### src/rtl/i2cm_pkg.sv
package i2cm_pkg;
  typedef enum logic [1:0] {
    OP_START = 2'd0,
    OP_STOP  = 2'd1,
    OP_WRITE = 2'd2,
    OP_READ  = 2'd3
  } op_t;

  typedef enum logic [3:0] {
    S_IDLE,
    S_ST_REL,
    S_ST_LOW,
    S_BIT_SET,
    S_BIT_SAMP,
    S_ACK_SET,
    S_ACK_SAMP,
    S_SP_LOW,
    S_SP_REL
  } state_t;
endpackage

### src/rtl/i2cm_sync.sv
module i2cm_sync #(
  parameter int  STAGES  = 2,
  parameter logic RST_VAL = 1'b1
) (
  input  logic clk,
  input  logic rst_n,
  input  logic d,
  output logic q
);
  logic [STAGES-1:0] pipe_q;

  always_ff @(posedge clk or negedge rst_n) begin
    if (!rst_n) pipe_q <= {STAGES{RST_VAL}};
    else        pipe_q <= {pipe_q[STAGES-2:0], d};
  end

  assign q = pipe_q[STAGES-1];
endmodule

### src/rtl/i2cm_shreg.sv
module i2cm_shreg #(
  parameter int W = 8
) (
  input  logic         clk,
  input  logic         rst_n,
  input  logic         load,
  input  logic [W-1:0] load_val,
  input  logic         shift,
  input  logic         sin,
  output logic [W-1:0] q
);
  logic [W-1:0] sh_q, sh_n;

  always_comb begin
    sh_n = sh_q;
    if (load)       sh_n = load_val;
    else if (shift) sh_n = {sh_q[W-2:0], sin};
  end

  always_ff @(posedge clk or negedge rst_n) begin
    if (!rst_n) sh_q <= '0;
    else        sh_q <= sh_n;
  end

  assign q = sh_q;
endmodule

### src/rtl/i2cm_fsm.sv
module i2cm_fsm
  import i2cm_pkg::*;
#(
  parameter int W = 8
) (
  input  logic       clk,
  input  logic       rst_n,
  input  logic       fall_stb,
  input  logic       rise_stb,
  input  logic       sda_s,
  input  logic       cmd_valid,
  input  logic [1:0] cmd_op,
  input  logic       cmd_nak,
  input  logic       sh_msb,
  output logic       sh_load,
  output logic       sh_shift,
  output logic       drive_low,
  output logic       busy,
  output logic       done,
  output logic       ack_rcvd,
  output logic       arb_lost
);
  localparam int CNT_W = $clog2(W);
  localparam logic [CNT_W-1:0] LAST_BIT = CNT_W'(W - 1);

  state_t           state_q, state_n;
  logic [CNT_W-1:0] cnt_q, cnt_n;
  logic             rd_q, rd_n, nak_q, nak_n;
  logic             drv_q, drv_n, done_q, done_n;
  logic             ack_q, ack_n, arb_q, arb_n;

  always_comb begin
    state_n  = state_q;
    cnt_n    = cnt_q;
    rd_n     = rd_q;
    nak_n    = nak_q;
    drv_n    = drv_q;
    ack_n    = ack_q;
    arb_n    = arb_q;
    done_n   = 1'b0;
    sh_load  = 1'b0;
    sh_shift = 1'b0;
    case (state_q)
      S_IDLE: if (cmd_valid) begin
        cnt_n = '0;
        case (op_t'(cmd_op))
          OP_START: begin state_n = S_ST_REL; arb_n = 1'b0; end
          OP_STOP:  state_n = S_SP_LOW;
          OP_WRITE: begin state_n = S_BIT_SET; rd_n = 1'b0; sh_load = 1'b1; end
          default:  begin state_n = S_BIT_SET; rd_n = 1'b1; nak_n = cmd_nak; end
        endcase
      end
      S_ST_REL: if (fall_stb) begin drv_n = 1'b0; state_n = S_ST_LOW; end
      S_ST_LOW: if (rise_stb) begin drv_n = 1'b1; done_n = 1'b1; state_n = S_IDLE; end
      S_BIT_SET: if (fall_stb) begin
        drv_n   = rd_q ? 1'b0 : !sh_msb;
        state_n = S_BIT_SAMP;
      end
      S_BIT_SAMP: if (rise_stb) begin
        if (!rd_q && !drv_q && !sda_s) begin
          arb_n   = 1'b1;
          drv_n   = 1'b0;
          done_n  = 1'b1;
          state_n = S_IDLE;
        end else begin
          sh_shift = 1'b1;
          if (cnt_q == LAST_BIT) state_n = S_ACK_SET;
          else begin cnt_n = cnt_q + 1'b1; state_n = S_BIT_SET; end
        end
      end
      S_ACK_SET: if (fall_stb) begin
        drv_n   = rd_q ? !nak_q : 1'b0;
        state_n = S_ACK_SAMP;
      end
      S_ACK_SAMP: if (rise_stb) begin
        if (!rd_q) ack_n = !sda_s;
        done_n  = 1'b1;
        state_n = S_IDLE;
      end
      S_SP_LOW: if (fall_stb) begin drv_n = 1'b1; state_n = S_SP_REL; end
      S_SP_REL: if (rise_stb) begin drv_n = 1'b0; done_n = 1'b1; state_n = S_IDLE; end
      default: state_n = S_IDLE;
    endcase
  end

  always_ff @(posedge clk or negedge rst_n) begin
    if (!rst_n) begin
      state_q <= S_IDLE;
      cnt_q   <= '0;
      rd_q    <= 1'b0;
      nak_q   <= 1'b0;
      drv_q   <= 1'b0;
      done_q  <= 1'b0;
      ack_q   <= 1'b0;
      arb_q   <= 1'b0;
    end else begin
      state_q <= state_n;
      cnt_q   <= cnt_n;
      rd_q    <= rd_n;
      nak_q   <= nak_n;
      drv_q   <= drv_n;
      done_q  <= done_n;
      ack_q   <= ack_n;
      arb_q   <= arb_n;
    end
  end

  assign drive_low = drv_q;
  assign busy      = (state_q != S_IDLE);
  assign done      = done_q;
  assign ack_rcvd  = ack_q;
  assign arb_lost  = arb_q;


  drive_edge_chk: assert property (@(posedge clk) disable iff (!rst_n)
    (drv_q != $past(drv_q)) |->
      ($past(fall_stb) || ($past(rise_stb) &&
       ($past(state_q) == S_ST_LOW || $past(state_q) == S_SP_REL))));


  arb_release_chk: assert property (@(posedge clk) disable iff (!rst_n)
    $rose(arb_q) |-> (!drv_q && done_q && state_q == S_IDLE));


  arb_sticky_chk: assert property (@(posedge clk) disable iff (!rst_n)
    (arb_q && !(state_q == S_IDLE && cmd_valid && cmd_op == OP_START)) |=> arb_q);


  done_pulse_chk: assert property (@(posedge clk) disable iff (!rst_n)
    done_q |=> !done_q);


  done_idle_chk: assert property (@(posedge clk) disable iff (!rst_n)
    done_q |-> (state_q == S_IDLE));


  read_answer_chk: assert property (@(posedge clk) disable iff (!rst_n)
    (state_q == S_ACK_SAMP && rd_q) |-> (drv_q == !nak_q));
endmodule

### src/rtl/i2c_arb_master.sv
module i2c_arb_master #(
  parameter int DATA_W      = 8,
  parameter int SYNC_STAGES = 2
) (
  input  logic              clk,
  input  logic              rst_n,
  input  logic              scl_fall_stb,
  input  logic              scl_rise_stb,
  input  logic              sda_in,
  input  logic              cmd_valid,
  input  logic [1:0]        cmd_op,
  input  logic [DATA_W-1:0] cmd_byte,
  input  logic              cmd_nak,
  output logic              sda_drive_low,
  output logic              busy,
  output logic              done,
  output logic              ack_rcvd,
  output logic [DATA_W-1:0] rx_byte,
  output logic              arb_lost
);
  logic sda_s, sh_load, sh_shift;
  logic [DATA_W-1:0] sh_q;

  i2cm_sync #(.STAGES(SYNC_STAGES), .RST_VAL(1'b1)) u_sync (
    .clk(clk), .rst_n(rst_n), .d(sda_in), .q(sda_s)
  );

  i2cm_shreg #(.W(DATA_W)) u_shreg (
    .clk(clk), .rst_n(rst_n), .load(sh_load), .load_val(cmd_byte),
    .shift(sh_shift), .sin(sda_s), .q(sh_q)
  );

  i2cm_fsm #(.W(DATA_W)) u_fsm (
    .clk(clk), .rst_n(rst_n), .fall_stb(scl_fall_stb), .rise_stb(scl_rise_stb),
    .sda_s(sda_s), .cmd_valid(cmd_valid), .cmd_op(cmd_op), .cmd_nak(cmd_nak),
    .sh_msb(sh_q[DATA_W-1]), .sh_load(sh_load), .sh_shift(sh_shift),
    .drive_low(sda_drive_low), .busy(busy), .done(done),
    .ack_rcvd(ack_rcvd), .arb_lost(arb_lost)
  );

  assign rx_byte = sh_q;
endmodule

### config.mk
export PLATFORM = sky130hd
export DESIGN_NAME = i2c_arb_master
export DESIGN_NICKNAME = d
export VERILOG_FILES = /design/src/rtl/i2cm_pkg.sv /design/src/rtl/i2cm_sync.sv /design/src/rtl/i2cm_shreg.sv /design/src/rtl/i2cm_fsm.sv /design/src/rtl/i2c_arb_master.sv
export SDC_FILE = /design/constraint.sdc
export NUM_CORES = 1
export LEC_CHECK = 0
export ABC_AREA = 1
export BUFFER_PORTS_ARGS = -buffer_cell sky130_fd_sc_hd__buf_2
export CORE_UTILIZATION = 50
export DETAILED_ROUTE_END_ITERATION = 12
export PLACE_DENSITY_LB_ADDON = 0.08
export REMOVE_ABC_BUFFERS = 1
export SLEW_MARGIN = 5
export SYNTH_ARGS = -nofsm -noshare
export SYNTH_HDL_FRONTEND = slang
export SYNTH_SLANG_ARGS = --single-unit
### constraint.sdc
create_clock -name clk -period 2.7 [get_ports clk]
set_input_delay 0.135 -clock clk [delete_from_list [all_inputs] [get_ports clk]]
set_output_delay 0.135 -clock clk [all_outputs]
set_load 0.03 [all_outputs]
==> results.yml <==
global_route:
  antenna_found_initial: 0
  grtUsageTotal_pct: 23.9
  grt_overflow_total: 0
  grt_pass1_wl_mm: 5.06
  grt_max_degree: 24
  grt_pass1_vias: 1194
place:
  portBuffers: 29
  postPlaceCellArea_um2: 1530
  place_inst: 244
  dp_hpwl_mm: 2.45
  gp_congestion: 0.820
drt:
  wl_mm: 3.12
  ant_nets: 0
  detail_route.wl_per_cell_um: 12.5
  vias: 1324
  first_pass_iters: 4
  drc: 0
  drtIter0Drc: 43
  via_per_inst: 5.30
power:
  ir_worst_vdd_uv: 642
  pwr_density_cell_nw_per_um2: 1090
  power.leakage_nw: 0.855
critical_path:
  worstPathArrival_ps: 2180
  crit_path_start_kind: "register"
  worst-path-buf-inv: 0
  path_max_fanout: 12
  required_ps: 2950
  critPathTopFamily: "simple AND/OR/NAND/NOR gates"
  slowest_delay_ps: 550
  cp_common_cell: "nand2_1"
  critical-path-slowest-cell: "nor2_1"
  criticalPathCategory: "reg2reg"
  cp_cell_sequence: "nor2_4 -> nand2_2 -> nor2_1 -> nand2_1 -> nand2_1 -> o21ai_0 -> nand2_1"
  crit_path_end_kind: "register"
floorplan:
  die_h_um: 54.3
  die_area_um2: 2940
  die_x_um: 54.3
  top_level_ports: 30
  rows: 18
  core_um2: 2520
  initial_core_util_pct: 54.1
timing:
  relSlewSlack_pct: 56.8
  tns_ps: 0
  rsz0062_at_grt: "no"
  worstMarginPinSlew_ps: 646
  period_needed_ps: 1930
  drv_slew: 0
  fmax_ghz: 0.518
  setup_viol: 0
  finalHoldViolCount: 0
  skew_ps: 7.80
  period_share_pct: 71.5
layout:
  area_growth_pct: 15.6
  layout-drive-gt1-share_pct: 24.5
  fin_area_um2: 1580
  nets: 240
  fin_cells: 250
  diodes: 0
logic_synthesis:
  postSynthAreaPerCell_um2: 7.26
  syn_area_um2: 1370
  synth_area_leaders: "dfrtp_1, nand2_1, a21oi_1"
  ys_seq_area_share_pct: 42.3
  synth_top_area_share_pct: 38.5
  synth_top_area_cell: "dfrtp_1"
  syn-instance-count: 188
  ys_ff_latch: 23
  yosysWarnings: 0
  synth_cell_types: 23
clocking:
  htreeDepth: 1
  cts_setup_buffers: 0
  cts_tree: "yes"
  cts_sinks: 23
  numCtsBuffers: 3
  clk_pin_slew_ps: 130
  clk_latency_ps: 310
  clock-root-buffer: "clkbuf_4"
  cts_buffer_depth: 2
run:
  cap_violations: 0
outcome:
  status: "complete, no violations"
min_path:
  min-delay-path-class: "in2reg"
[registers in the layout, indices dropped and copies added, names as in the netlist]
| register | cells |
|---|---|
| u_fsm.cnt_q | 3 |
| u_fsm.state_q | 4 |
| u_fsm.nak_q | 1 |
| u_fsm.drive_low | 1 |
| u_fsm.rd_q | 1 |
| u_sync.pipe_q | 2 |
| u_fsm.arb_lost | 1 |
| u_fsm.ack_rcvd | 1 |
| u_shreg.q | 8 |
| u_fsm.done | 1 |
[cell usage after synthesis]
cell / number
dfstp_2: 2
nand4_1: 4
a21o_1: 1
o21ai_1: 2
nor2_4: 2
o21ai_0: 4
nand3_2: 2
inv_1: 11
nor3_1: 6
clkinv_4: 1
buf_2: 2
nor2_2: 5
nor3_2: 1
nand2_1: 60
nand3_1: 18
nand3_4: 1
nand2_2: 2
buf_4: 1
dfrtp_1: 21
nor2_1: 17
a21oi_1: 18
inv_2: 5
ha_1: 2
[cell type report]
cell class	instances	area, µm²
Sequential cell	23	578
Timing Repair Buffer	31	165
Tap cell	30	37.5
Clock inverter	1	5.00
Inverter	17	68.8
Multi-Input combinational cell	145	701
Fill cell	219	945
Clock buffer	3	22.5
[through the flow]
stage | worst slack (ps) | hold slack [ps] | power, mW | utilization, %
global route | 583 | 37.7 | 1.88 | 62.5
finish | 771 | 45.3 | 1.72 | 62.5
detailed placement | 828 | 142 | 1.57 | 60.7
CTS | 804 | 43.8 | 1.73 | 62.5
floorplan | 1030 | -161 | 1.31 | -
global placement | 944 | 127 | 1.55 | 60.7
[report_power, final]
| group | switching, mW | internal [mW] | total [mW] |
|---|---|---|---|
| logic | 0.667 | 0.305 | 0.972 |
| registers | 0.117 | 0.472 | 0.589 |
| clock network | 0.105 | 0.0552 | 0.160 |
| total | 0.889 | 0.832 | 1.72 |
[path summary, 6_finish.rpt]
path                                  start  slack [ps]  cells past startpoint          endpoint
min reg2reg                u_sync.pipe_q[0]         370                      0  u_sync.pipe_q[1]
min                             cmd_byte[7]          50                      3      u_shreg.q[7]
max in group asynchronous             rst_n        2020                      2  u_sync.pipe_q[0]
max reg2reg                u_fsm.state_q[3]         770                      7      u_shreg.q[6]
max                        u_fsm.state_q[3]         770                      7      u_shreg.q[6]
min in group asynchronous             rst_n         320                      2  u_fsm.state_q[3]
[cells by family after synthesis]
logic type | count (synthesis) | share of synthesized area, %
AOI/OAI and AO/OA | 25 | 9.35
buffers and inverters | 20 | 6.33
and+or+nand+nor | 118 | 40.1
adders and majority gates | 2 | 1.83
DFF | 23 | 42.3
[routing by layer]
metal / share of wire [%] / up-vias / track usage (%)
met5: 0 / - / 0
met1: 48 / 607 / 29.2
met4: 1.1 / 0 / 6.84
li1: - / 681 / -
met2: 47 / 32 / 42.9
met3: 4.2 / 4 / 3.89
[worst register-to-register path, delay by kind of cell (launching register included)]
family	cells	cell delay [ps]
flops	1	480
simple gates	6	1310
compound gates	1	70
[timing repair]
action	in CTS	in global routing
hold endpoints to repair	22	0
gates resized for setup	0	0
setup endpoints to repair	0	0
hold buffers	2	0
[layout by cell type, fill, tap and decap left out, drive strengths merged]
cell and count:
dlygate4sd3 2, a21oi 18, o21ai 6, a21o 1, ha 2, buf 29, nor3 7, nor2 24
dfstp 2, nand2 62, dfrtp 21, clkbuf 3, clkinv 2, nand3 21, inv 16, nand4 4
Note: power is estimated with default switching activity, not from simulation.
